--- src/rtl/sbk_pkg.sv ---
package sbk_pkg;

    localparam int DATA_W     = 8;
    localparam int IDX_W      = 3;
    localparam int SMALL_MAX  = 3;

    typedef enum logic {
        MODE_FLAGS = 1'b0,
        MODE_INDEX = 1'b1
    } sbk_mode_e;

    typedef struct packed {
        logic             load;
        logic [IDX_W-1:0] idx;
    } sbk_sel_t;

    // Three-way flag decode used on boards with few banks.
    function automatic sbk_sel_t flag_decode(input logic [DATA_W-1:0] d);
        sbk_sel_t s;
        s.load = 1'b1;
        if (!d[2])
            s.idx = 3'd0;
        else if (d[0])
            s.idx = 3'd1;
        else
            s.idx = 3'd2;
        return s;
    endfunction

    // Index decode used on boards with many banks; zero means keep.
    function automatic sbk_sel_t index_decode(input logic [DATA_W-1:0] d);
        sbk_sel_t s;
        s.load = (d[IDX_W-1:0] != '0);
        s.idx  = d[IDX_W-1:0] - 3'd1;
        return s;
    endfunction

endpackage

--- src/rtl/sbk_decode.sv ---
module sbk_decode
    import sbk_pkg::*;
#(
    parameter int COUNT_W = 4
) (
    input  logic [DATA_W-1:0]  wr_data,
    input  logic [COUNT_W-1:0] banks_fitted,
    output sbk_mode_e          mode,
    output sbk_sel_t           sel
);

    localparam logic [COUNT_W-1:0] LIMIT = COUNT_W'(SMALL_MAX);

    always_comb begin
        mode = (banks_fitted <= LIMIT) ? MODE_FLAGS : MODE_INDEX;
        case (mode)
            MODE_FLAGS: sel = flag_decode(wr_data);
            default:    sel = index_decode(wr_data);
        endcase
    end

endmodule

--- src/rtl/sbk_base_reg.sv ---
module sbk_base_reg
    import sbk_pkg::*;
#(
    parameter int BANK_SHIFT = 18,
    localparam int BASE_W    = IDX_W + BANK_SHIFT
) (
    input  logic              clk,
    input  logic              rst,
    input  logic              load_en,
    input  logic [IDX_W-1:0]  idx,
    output logic [BASE_W-1:0] base
);

    logic [IDX_W-1:0] idx_q;

    always_ff @(posedge clk) begin
        if (rst)
            idx_q <= '0;
        else if (load_en)
            idx_q <= idx;
    end

    assign base = {idx_q, {BANK_SHIFT{1'b0}}};

    assert_hold_R2: assert property (@(posedge clk) disable iff (rst)
        !load_en |=> $stable(base));

    assert_reset_R1: assert property (@(posedge clk)
        rst |=> (base == '0));

endmodule

--- src/rtl/sample_bank_sel.sv ---
module sample_bank_sel
    import sbk_pkg::*;
#(
    parameter int COUNT_W    = 4,
    parameter int BANK_SHIFT = 18,
    localparam int BASE_W    = IDX_W + BANK_SHIFT
) (
    input  logic               clk,
    input  logic               rst,
    input  logic               wr_en,
    input  logic [DATA_W-1:0]  wr_data,
    input  logic [COUNT_W-1:0] banks_fitted,
    output logic [BASE_W-1:0]  bank_base
);

    sbk_mode_e mode;
    sbk_sel_t  sel;

    sbk_decode #(.COUNT_W(COUNT_W)) u_decode (
        .wr_data      (wr_data),
        .banks_fitted (banks_fitted),
        .mode         (mode),
        .sel          (sel)
    );

    sbk_base_reg #(.BANK_SHIFT(BANK_SHIFT)) u_reg (
        .clk     (clk),
        .rst     (rst),
        .load_en (wr_en && sel.load),
        .idx     (sel.idx),
        .base    (bank_base)
    );

    localparam logic [COUNT_W-1:0] LIM = COUNT_W'(SMALL_MAX);

    assert_wr_hold_R2: assert property (@(posedge clk) disable iff (rst)
        !wr_en |=> $stable(bank_base));

    assert_zero_keep_R7: assert property (@(posedge clk) disable iff (rst)
        (wr_en && banks_fitted > LIM && wr_data[2:0] == 3'd0) |=> $stable(bank_base));

    assert_flag_range_R8: assert property (@(posedge clk) disable iff (rst)
        (wr_en && banks_fitted <= LIM) |=>
        (bank_base == '0 || bank_base == {3'd1, {BANK_SHIFT{1'b0}}}
                         || bank_base == {3'd2, {BANK_SHIFT{1'b0}}}));

    assert_index_load_R6: assert property (@(posedge clk) disable iff (rst)
        (wr_en && banks_fitted > LIM && wr_data[2:0] != 3'd0) |=>
        (bank_base == {($past(wr_data[2:0]) - 3'd1), {BANK_SHIFT{1'b0}}}));

endmodule

--- config.mk ---
export PLATFORM = sky130hd
export DESIGN_NAME = sample_bank_sel
export DESIGN_NICKNAME = d
export VERILOG_FILES = /design/src/rtl/sbk_pkg.sv /design/src/rtl/sbk_decode.sv /design/src/rtl/sbk_base_reg.sv /design/src/rtl/sample_bank_sel.sv
export SDC_FILE = /design/constraint.sdc
export NUM_CORES = 1
export LEC_CHECK = 0
export BUFFER_PORTS_ARGS = -buffer_cell sky130_fd_sc_hd__buf_2
export CAP_MARGIN = 15
export CORE_AREA = 2 2 39 41
export CTS_BUF_LIST = sky130_fd_sc_hd__clkbuf_4
export DETAILED_ROUTE_END_ITERATION = 8
export DIE_AREA = 0 0 41 43
export PLACE_DENSITY = 0.68
export SLEW_MARGIN = 20
export SYNTH_ARGS = -nofsm -noshare
export SYNTH_HDL_FRONTEND = slang
export SYNTH_HIERARCHICAL = 1
export SYNTH_SLANG_ARGS = --single-unit
--- constraint.sdc ---
create_clock -name clk -period 2.05 [get_ports clk]
set_input_delay 0.1025 -clock clk [delete_from_list [all_inputs] [get_ports clk]]
set_output_delay 0.1025 -clock clk [all_outputs]
set_load 0.02 [all_outputs]
# After elaboration in Yosys (flattened, before gate mapping)
# Index checks and enable logic that the tools add are counted.
[totals] regBits=3 latchBits=0 ram_bits=0 mem_bits_ro=0 in_bits=15 out_inout_bits=21 elab_cells=8 memories=0
[op_classes] n_addsub=1 n_mul=0 n_div=0 magnitude_cmp=1 n_eq_ne=0 n_shift=0 n_mux=3 bitwise_logic=0 n_reduce_logical=2
[op_table] cell="4-bit by 2-bit less-or-equal comparator with 1-bit output (second input constant)" n=1
[op_table] cell="4-bit two-way mux" n=1
[op_table] cell="3-bit two-way mux" n=1
[op_table] cell="3-bit nonzero test" n=1
[op_table] cell="3-bit by 1-bit subtractor with 3-bit output (second input constant)" n=1
[op_table] cell="2-bit two-way mux" n=1
[op_table] cell="1-bit logical AND" n=1

# Logic depth before layout (Yosys ltp)
# Gate-level depths: netlist (run 1).
[depth] depth_word=4 ltp_mapped=7 mapped_depth_nobuf=7

# Hierarchy
# Netlist (run 1), hierarchy kept.
[modules_own_cells] mod="sbk_base_reg" instances=1 cells_per_inst=28 area_per_inst_um2=240.2
[modules_own_cells] mod="sbk_decode" instances=1 cells_per_inst=13 area_per_inst_um2=81.3
[modules_own_cells] mod="sample_bank_sel" instances=1 cells_per_inst=1 area_per_inst_um2=6.3

# Worst setup path before layout (run 1)
# OpenSTA, ideal clock, no wires.
[synth_timing] kind="input to register" startpoint="input wr_data[0]" endpoint="register u_reg.idx_q[0]" setup_time_ns=0.114 t_arrival_ns=0.955 t_required_ns=1.936 path_slack_ns=0.980 stages=7 path_buffers=0 cell_sequence="inv_1 ha_1 ha_1 o21ai_0 and2_1 mux2i_1 nor2_1"
[synth_rtl] item="start, declared" line_no="sample_bank_sel.sv:11" rtl="input logic [DATA_W-1:0] wr_data,"
[synth_rtl] item="end signal, assigned" line_no="sbk_base_reg.sv:20" rtl="idx_q <= idx;"
[synth_rtl] item="end, declared" line_no="sbk_base_reg.sv:14" rtl="logic [IDX_W-1:0] idx_q;"

==> summary.txt, run 1 <==
number of global-route vias before repair: 200
die area: 1760 um^2
type of the most critical hold path: primary input to flop
Top reg by flops: u_reg/idx_q
final setup vio count: 0
crit path max fanout: 4
Core Box Area: 1380 um^2
CP Data Required Time: 2.17 ns
RSZ-0062 raised after global routing: no
Die Ht: 43 um
Leak: 0.215 nW
ANT nets after route: 0
Final GP Congestion: 0.646
crit path DAT: 1.18 ns
initial DRC count: 1
CTS root buffer: clkbuf_4
Cell Rows: 14
total negative setup slack: 0 ns
CTS sink cnt: 3
max reg flops: 3
Syn Inst Count: 41
setup bufs post-CTS: 0
Crit path top cell by count: ha_1
Worst Reg-to-Reg Cells: 2
endpoints failing hold: 0
P&R area growth vs syn: 8.88%
Synth Warn #: 6
status: finished clean
worst skew pair latency: 0.23 ns
clk_skew: 0 ns
initial core utilization: 23.4%
fin crit period: 1.05 ns
area of the mapped netlist: 324 um^2
clk slew on worst S/H paths: 0.04 ns
Area after DPL: 323 um^2
Largest regs: u_reg/idx_q (3)
WHS Path Cells: 2
Post-Syn Area per Cell: 7.90 um^2
DRT Wirelength: 486 um
Die Width: 41 um
Critical Path Sink Type: flop
Vias/cell: 3.31
Post-Layout Inst Area: 353 um^2
Max Clock Freq: 0.949 GHz
CTS Buffer Depth: 2
CP Launch Type: primary input
first-pass GRT wire length: 683 um
cts repair resizes: 0
Max stage delay on crit path: 0.23 ns
max_cap viols: 0
first-pass detailed-route iteration total: 3
CTS tree: built
# DRC: 0
Tot GR Track Use: 6.02%
max-slew violation count: 0
CTS Hold Buffers Added: 0
pwr/cell area: 701 nW/um^2
H-tree levels: 1
nets: 72
total CTS buffers: 3
Critical-path top delay cell: and2_1
WL/cell: 6.94 um
Port-buffer cells: 10
crit-path cells: buf_2 > inv_1 > ha_1 > ha_1 > o21ai_0 > and2_1 > mux2i_1 > nor2_1
largest net degree at the start of global routing: 5
Worst VDD drop: 0.283 mV
Antenna Cells: 0
via count: 232
layout cells sized above 1: 25.9%
IO Pins: 36
initial antenna violation count: 0
Overflow after GRT: 0
part of the cycle the worst path needs: 51.4%
hpwl dp: 404 um
crit path kind: primary input to flop
[stage by stage]
stage	std cells	utilization [%]	worst slack, ns	hold WS [ns]	power, mW
floorplan	58	-	0.980	0.175	0.142
global placement	66	23.3	0.791	0.295	0.130
detailed placement	66	23.3	0.751	0.297	0.131
CTS	70	25.5	0.993	0.0442	0.255
global route	70	25.5	0.913	0.0539	0.263
finish	70	25.5	0.996	0.0556	0.247
[worst max-delay path, delay by kind of cell]
kind / cells / cell delay (ns)
AOI/OAI and AO/OA: 1 / 0.05
and+or+nand+nor: 2 / 0.29
buffers and inverters: 2 / 0.16
muxes: 1 / 0.21
adders and majority gates: 2 / 0.36
[placed cells by master, fill, tap and decap left out, types with 2 or more instances in the layout]
| cell type | instances |
|---|---|
| dfxtp_1 | 3 |
| mux2i_1 | 4 |
| nor2_1 | 5 |
| conb_1 | 18 |
| o21ai_0 | 2 |
| ha_1 | 2 |
| clkbuf_4 | 4 |
| buf_2 | 10 |
| inv_1 | 3 |
[metal layers]
metal  routed length [um]  track usage [%]  part of all wire, %
met1                  196             6.75                   40
met2                  208             7.81                   43
met4                    0             8.00                    0
met5                    0                0                    0
met3                   80             1.05                   16
[where the power goes]
part / internal (mW) / total [mW] / switching [mW]
Combinational: 0.0170 / 0.0665 / 0.0494
Clock: 0.0861 / 0.117 / 0.0305
Sequential: 0.0628 / 0.0644 / 0.00158
[final cells by class]
type,instances,area (um^2)
fill,168,1030
multi-input combinational,34,181
sequential,3,60.1
timing repair buffer,10,50.0
clock buffer,4,30.0
tap,16,20.0
inverter,3,11.3
[worst paths after layout]
check	start	endpoint	slack [ns]
setup reg to reg	u_reg/idx_q[2]	u_reg/idx_q[2]	1.45
hold / removal	rst	u_reg/idx_q[0]	0.06
setup / recovery	wr_data[0]	u_reg/idx_q[2]	1.0
hold reg to reg	u_reg/idx_q[0]	u_reg/idx_q[0]	0.49
No activity file was read; power rests on OpenSTA's default activity.
==> inputs of run 2 (changes only) <==
clock period = 1 ns   (was 2.05 ns; I/O delays follow)
==> summary.txt, run 2 (synthesis results as in run 1) <==
first-pass GRT wire length: 724 um (+6.0%)
Largest regs: u_reg/idx_q (3)
setup bufs post-CTS: 0 (unchanged)
Max stage delay on crit path: 0.19 ns (-0.04 ns)
initial core utilization: 23.4% (unchanged)
via count: 236 (+1.7%)
cts repair resizes: 0 (unchanged)
Die Ht: 43 um (unchanged)
ANT nets after route: 0 (unchanged)
# DRC: 0 (unchanged)
P&R area growth vs syn: 15.1%
DRT Wirelength: 494 um (+1.6%)
part of the cycle the worst path needs: 90.0%
grt met3 use: 3.66% (+2.6 points)
met1 Use GR: 7.72% (+0.96 points)
final setup vio count: 0 (unchanged)
first-pass detailed-route iteration total: 4 (+1)
largest net degree at the start of global routing: 4 (-1)
CTS Buffer Depth: 2 (unchanged)
clk_skew: 0 ns (unchanged)
max_cap viols: 0 (unchanged)
IO Pins: 36 (unchanged)
Top reg by flops: u_reg/idx_q
fin crit period: 0.900 ns
max-slew violation count: 0 (unchanged)
CP Data Required Time: 1.12 ns (-1.05 ns)
Hold EP: u_reg/idx_q[0]
commonest non-fill, non-tap cell in the layout: conb_1
WHS Path Cells: 4 (+2)
reg2reg start: u_reg/idx_q[2]
CTS root buffer: clkbuf_4
Leak: 0.226 nW (+5.3%)
Critical Path Sink Type: flop
Core Box Area: 1380 um^2 (unchanged)
layout cells sized above 1: 28.6% (+2.6 points)
Hold Startpoint: wr_en
Antenna Cells: 0 (unchanged)
final core occ: 26.9% (+1.4 points)
H-tree levels: 1 (unchanged)
crit path kind: primary input to flop
hpwl dp: 398 um (-1.4%)
Overflow after GRT: 0 (unchanged)
commonest non-fill, non-tap cells in the layout: conb_1 (18), buf_2 (10), nor2_1 (5)
Port-buffer cells: 10 (unchanged)
number of global-route vias before repair: 203 (+1.5%)
die area: 1760 um^2 (unchanged)
crit path max fanout: 3 (-1)
status: finished clean
CTS Hold Buffers Added: 1 (+1)
CTS sink cnt: 3 (unchanged)
CP Launch Type: primary input
Crit path top cell by count: ha_1
reg2reg setup slack: 0.41 ns (-1.04 ns)
Worst R2R End: u_reg/idx_q[2]
Die Width: 41 um (unchanged)
total CTS buffers: 3 (unchanged)
Final GP Congestion: 0.700 (+8.3%)
CTS tree: built
crit path DAT: 1.02 ns (-0.16 ns)
type of the most critical hold path: primary input to flop
Vias/cell: 3.28 (-1.1%)
Critical-path top delay cell: ha_1
WL/cell: 6.86 um (-1.2%)
endpoints failing hold: 0 (unchanged)
gr busiest metal: met4
clk slew on worst S/H paths: 0.04 ns (about the same)
nets: 74 (+2.8%)
Worst Reg-to-Reg Cells: 2 (unchanged)
initial DRC count: 6 (+5)
Overall Power: 0.518 mW (+110%)
Worst VDD drop: 0.564 mV (+99%)
met2 usage: 7.19% (-0.63 points)
crit-path cells: buf_2 > inv_1 > ha_1 > ha_1 > o21ai_0 > and2_4 > mux2i_1 > nor2_1
initial antenna violation count: 0 (unchanged)
Cell Rows: 14 (unchanged)
Max Clock Freq: 1.11 GHz
worst skew pair latency: 0.23 ns (about the same)
RSZ-0062 raised after global routing: no
Tot GR Track Use: 6.93% (+0.90 points)
max reg flops: 3 (unchanged)
pwr/cell area: 1390 nW/um^2 (+98%)
==> run 2: worst max-delay path by stage <==
stage	start	slack, ns	to	cells past startpoint
final	wr_data[0]	0.1	u_reg/idx_q[2]	8
after global routing	wr_data[0]	0.02	u_reg/idx_q[2]	8
after CTS	wr_data[0]	0.10	u_reg/idx_q[2]	8
after detailed placement	wr_data[0]	-0.15	u_reg/idx_q[2]	8
after global placement	wr_data[0]	-0.12	u_reg/idx_q[0]	8
after floorplan	wr_data[0]	0.03	u_reg/idx_q[1]	7
==> run 2: metal layers <==
| layer | share of wire (%) | vias up |
|---|---|---|
| li1 | - | 122 |
| met1 | 42 | 96 |
| met2 | 43 | 18 |
| met3 | 15 | 0 |
| met4 | 0 | 0 |
| met5 | 0 | - |
==> run 2: worst max-delay path: cells and delay by family <==
kind	cells	cell delay [ns]
compound gates	1	0.06
fa+ha+maj	2	0.36
buf+inv	2	0.12
simple gates	2	0.24
mux	1	0.19
==> run 2: power breakdown <==
group	internal, mW	leakage [nW]	total [mW]	switching (mW)
combinational	0.0420	0.183	0.144	0.102
clock	0.177	0.0184	0.241	0.0645
sequential	0.129	0.0247	0.132	0.00358
total	0.347	0.226	0.518	0.170
==> run 2: per-stage QoR <==
stage | hold WS [ns] | setup WS (ns) | TNS, ns | std cells | instance area (um^2)
4_1_cts | 0.232 | 0.104 | 0 | 72 | 373
3_3_place_gp | 0.242 | -0.116 | -0.344 | 67 | 333
5_1_grt | 0.258 | 0.0246 | 0 | 72 | 373
6_report | 0.235 | 0.100 | 0 | 72 | 373
3_5_place_dp | 0.245 | -0.152 | -0.418 | 67 | 333
2_1_floorplan | 0.122 | 0.0255 | 0 | 58 | 390
==> run 2: final cells by class <==
cell class	count	area, um^2
flip-flops and latches	3	60.1
clock buffers	4	30.0
repair buffers	12	67.6
well taps	16	20.0
fillers	156	1010
inverters	3	11.3
multi-input cells	34	184
==> inputs of run 3 (changes only) <==
CTS_BUF_LIST = unset   (was sky130_fd_sc_hd__clkbuf_4)
clock period = 1.1 ns   (was 1 ns; I/O delays follow)
==> summary.txt, run 3 (synthesis results as in run 1) <==
Area after DPL: 330 um^2 (-0.75%)
DRT Wirelength: 484 um (-2.0%)
IO Pins: 36 (unchanged)
crit path kind: primary input to flop
final core occ: 26.5% (-0.45 points)
Largest regs: u_reg/idx_q (3)
P&R area growth vs syn: 13.1%
Critical path origin: wr_data[0]
pre-CTS setup slack: -0.103 ns (+0.0490 ns)
Max stage delay on crit path: 0.23 ns (+0.04 ns)
Critical Path Sink Type: flop
number of global-route vias before repair: 201 (-0.99%)
crit path DAT: 1.08 ns (+0.06 ns)
Tot GR Track Use: 7.13% (+0.20 points)
Die Ht: 43 um (unchanged)
Worst R2R End: u_reg/idx_q[2]
hpwl dp: 403 um (+1.3%)
Worst Reg-to-Reg Cells: 2 (unchanged)
CP Launch Type: primary input
largest delay contributor family on the critical path: adder cells
reg2reg start: u_reg/idx_q[2]
cts repair resizes: 0 (unchanged)
Max Clock Freq: 1.05 GHz
largest net degree at the start of global routing: 4 (unchanged)
CP Data Required Time: 1.22 ns (+0.10 ns)
initial core utilization: 23.4% (unchanged)
first-pass detailed-route iteration total: 4 (unchanged)
status: finished clean
crit-path cells: buf_2 > inv_1 > ha_1 > ha_1 > o21ai_0 > and2_1 > mux2i_1 > nor2_1
fin crit period: 0.955 ns
nets: 74 (unchanged)
max-slew violation count: 0 (unchanged)
clk slew on worst S/H paths: 0.04 ns (about the same)
Post-Layout Inst Area: 367 um^2 (-1.7%)
worst skew pair latency: 0.23 ns (about the same)
layout cells sized above 1: 25.0% (-3.6 points)
CTS sink cnt: 3 (unchanged)
Core Box Area: 1380 um^2 (unchanged)
WL/cell: 6.72 um (-2.0%)
via count: 232 (-1.7%)
CTS tree: built
crit path to: u_reg/idx_q[2]
Crit path buffers/inverters: 2 (unchanged)
Die Width: 41 um (unchanged)
crit path max fanout: 3 (unchanged)
Critical-path top delay cell: and2_1
worst hold slack: 0.276 ns (+0.0412 ns)
part of the cycle the worst path needs: 86.8%
WHS Path Cells: 5 (+1)
Port-buffer cells: 10 (unchanged)
endpoints failing hold: 0 (unchanged)
initial antenna violation count: 0 (unchanged)
clk_skew: 0 ns (unchanged)
# DRC: 0 (unchanged)
commonest non-fill, non-tap cells in the layout: conb_1 (18), buf_2 (10), nor2_1 (5)
CTS root buffer: clkbuf_4
max reg flops: 3 (unchanged)
CTS Buffer Depth: 2 (unchanged)
Vias/cell: 3.22 (-1.7%)
ANT nets after route: 0 (unchanged)
die area: 1760 um^2 (unchanged)
Antenna Cells: 0 (unchanged)
initial DRC count: 3 (-3)
RSZ-0062 raised after global routing: no
smallest setup slack after layout: 0.145 ns (+0.0451 ns)
commonest non-fill, non-tap cell in the layout: conb_1
Stages on worst setup path: 8 (unchanged)
Leak: 0.220 nW (-2.5%)
Cell Rows: 14 (unchanged)
Top reg by flops: u_reg/idx_q
first-pass GRT wire length: 752 um (+3.9%)
total CTS buffers: 3 (unchanged)
Final GP Congestion: 0.688 (-1.6%)
total negative setup slack: 0 ns (unchanged)
Overflow after GRT: 0 (unchanged)
type of the most critical hold path: primary input to flop
Worst VDD drop: 0.512 mV (-9.2%)
reg2reg setup slack: 0.52 ns (+0.11 ns)
pwr/cell area: 1210 nW/um^2 (-13%)
final setup vio count: 0 (unchanged)
Crit path top cell by count: ha_1
H-tree levels: 1 (unchanged)
max_cap viols: 0 (unchanged)
run 3: cell counts in the layout (fill, tap and decap cells not counted):
Identical to the previous run, type by type.
run 3: worst min path at each step:
stage	endpoint	from
floorplan	u_reg/idx_q[0]	rst
global placement	u_reg/idx_q[1]	rst
detailed placement	u_reg/idx_q[0]	rst
CTS	u_reg/idx_q[0]	wr_data[2]
global route	u_reg/idx_q[0]	wr_data[2]
finish	u_reg/idx_q[2]	banks_fitted[2]
run 3: tightest hold or removal path, cell delays in order:
cell and delay, ns:
buf_2 0.09, nor2_1 0.07, nor2_1 0.09, mux2i_1 0.08, nor2_1 0.08
run 3: cell type report:
cell class,instances,area (um^2)
Sequential cell,3,60.1
Multi-Input combinational cell,34,181
Clock buffer,4,26.3
Timing Repair Buffer,12,67.6
Tap cell,16,20.0
Fill cell,170,1020
Inverter,3,11.3
run 3: per-stage QoR:
step / power (mW) / cells
after detailed placement: 0.247 / 67
after global routing: 0.482 / 72
after global placement: 0.245 / 67
final: 0.444 / 72
after floorplan: 0.265 / 58
after CTS: 0.455 / 72
run 3: repair_timing:
item	CTS	global route
hold buffers	1	0
setup buffers	0	0
endpoints found under the hold margin	2	0
run 3: layer usage:
layer	routed length [um]	part of all wire, %	vias up	global-route usage (%)
met1	204	42	91	8.36
met4	0	0	0	10.0
met2	208	43	19	7.50
li1	-	-	122	-
met3	71	15	0	3.14
met5	0	0	-	0
run 3: power by group:
| part | internal (mW) | total, mW | leakage, nW | switching [mW] |
|---|---|---|---|---|
| Combinational | 0.0362 | 0.128 | 0.181 | 0.0919 |
| Clock | 0.136 | 0.195 | 0.0150 | 0.0594 |
| Sequential | 0.117 | 0.120 | 0.0247 | 0.00331 |
| Total | 0.289 | 0.444 | 0.220 | 0.155 |
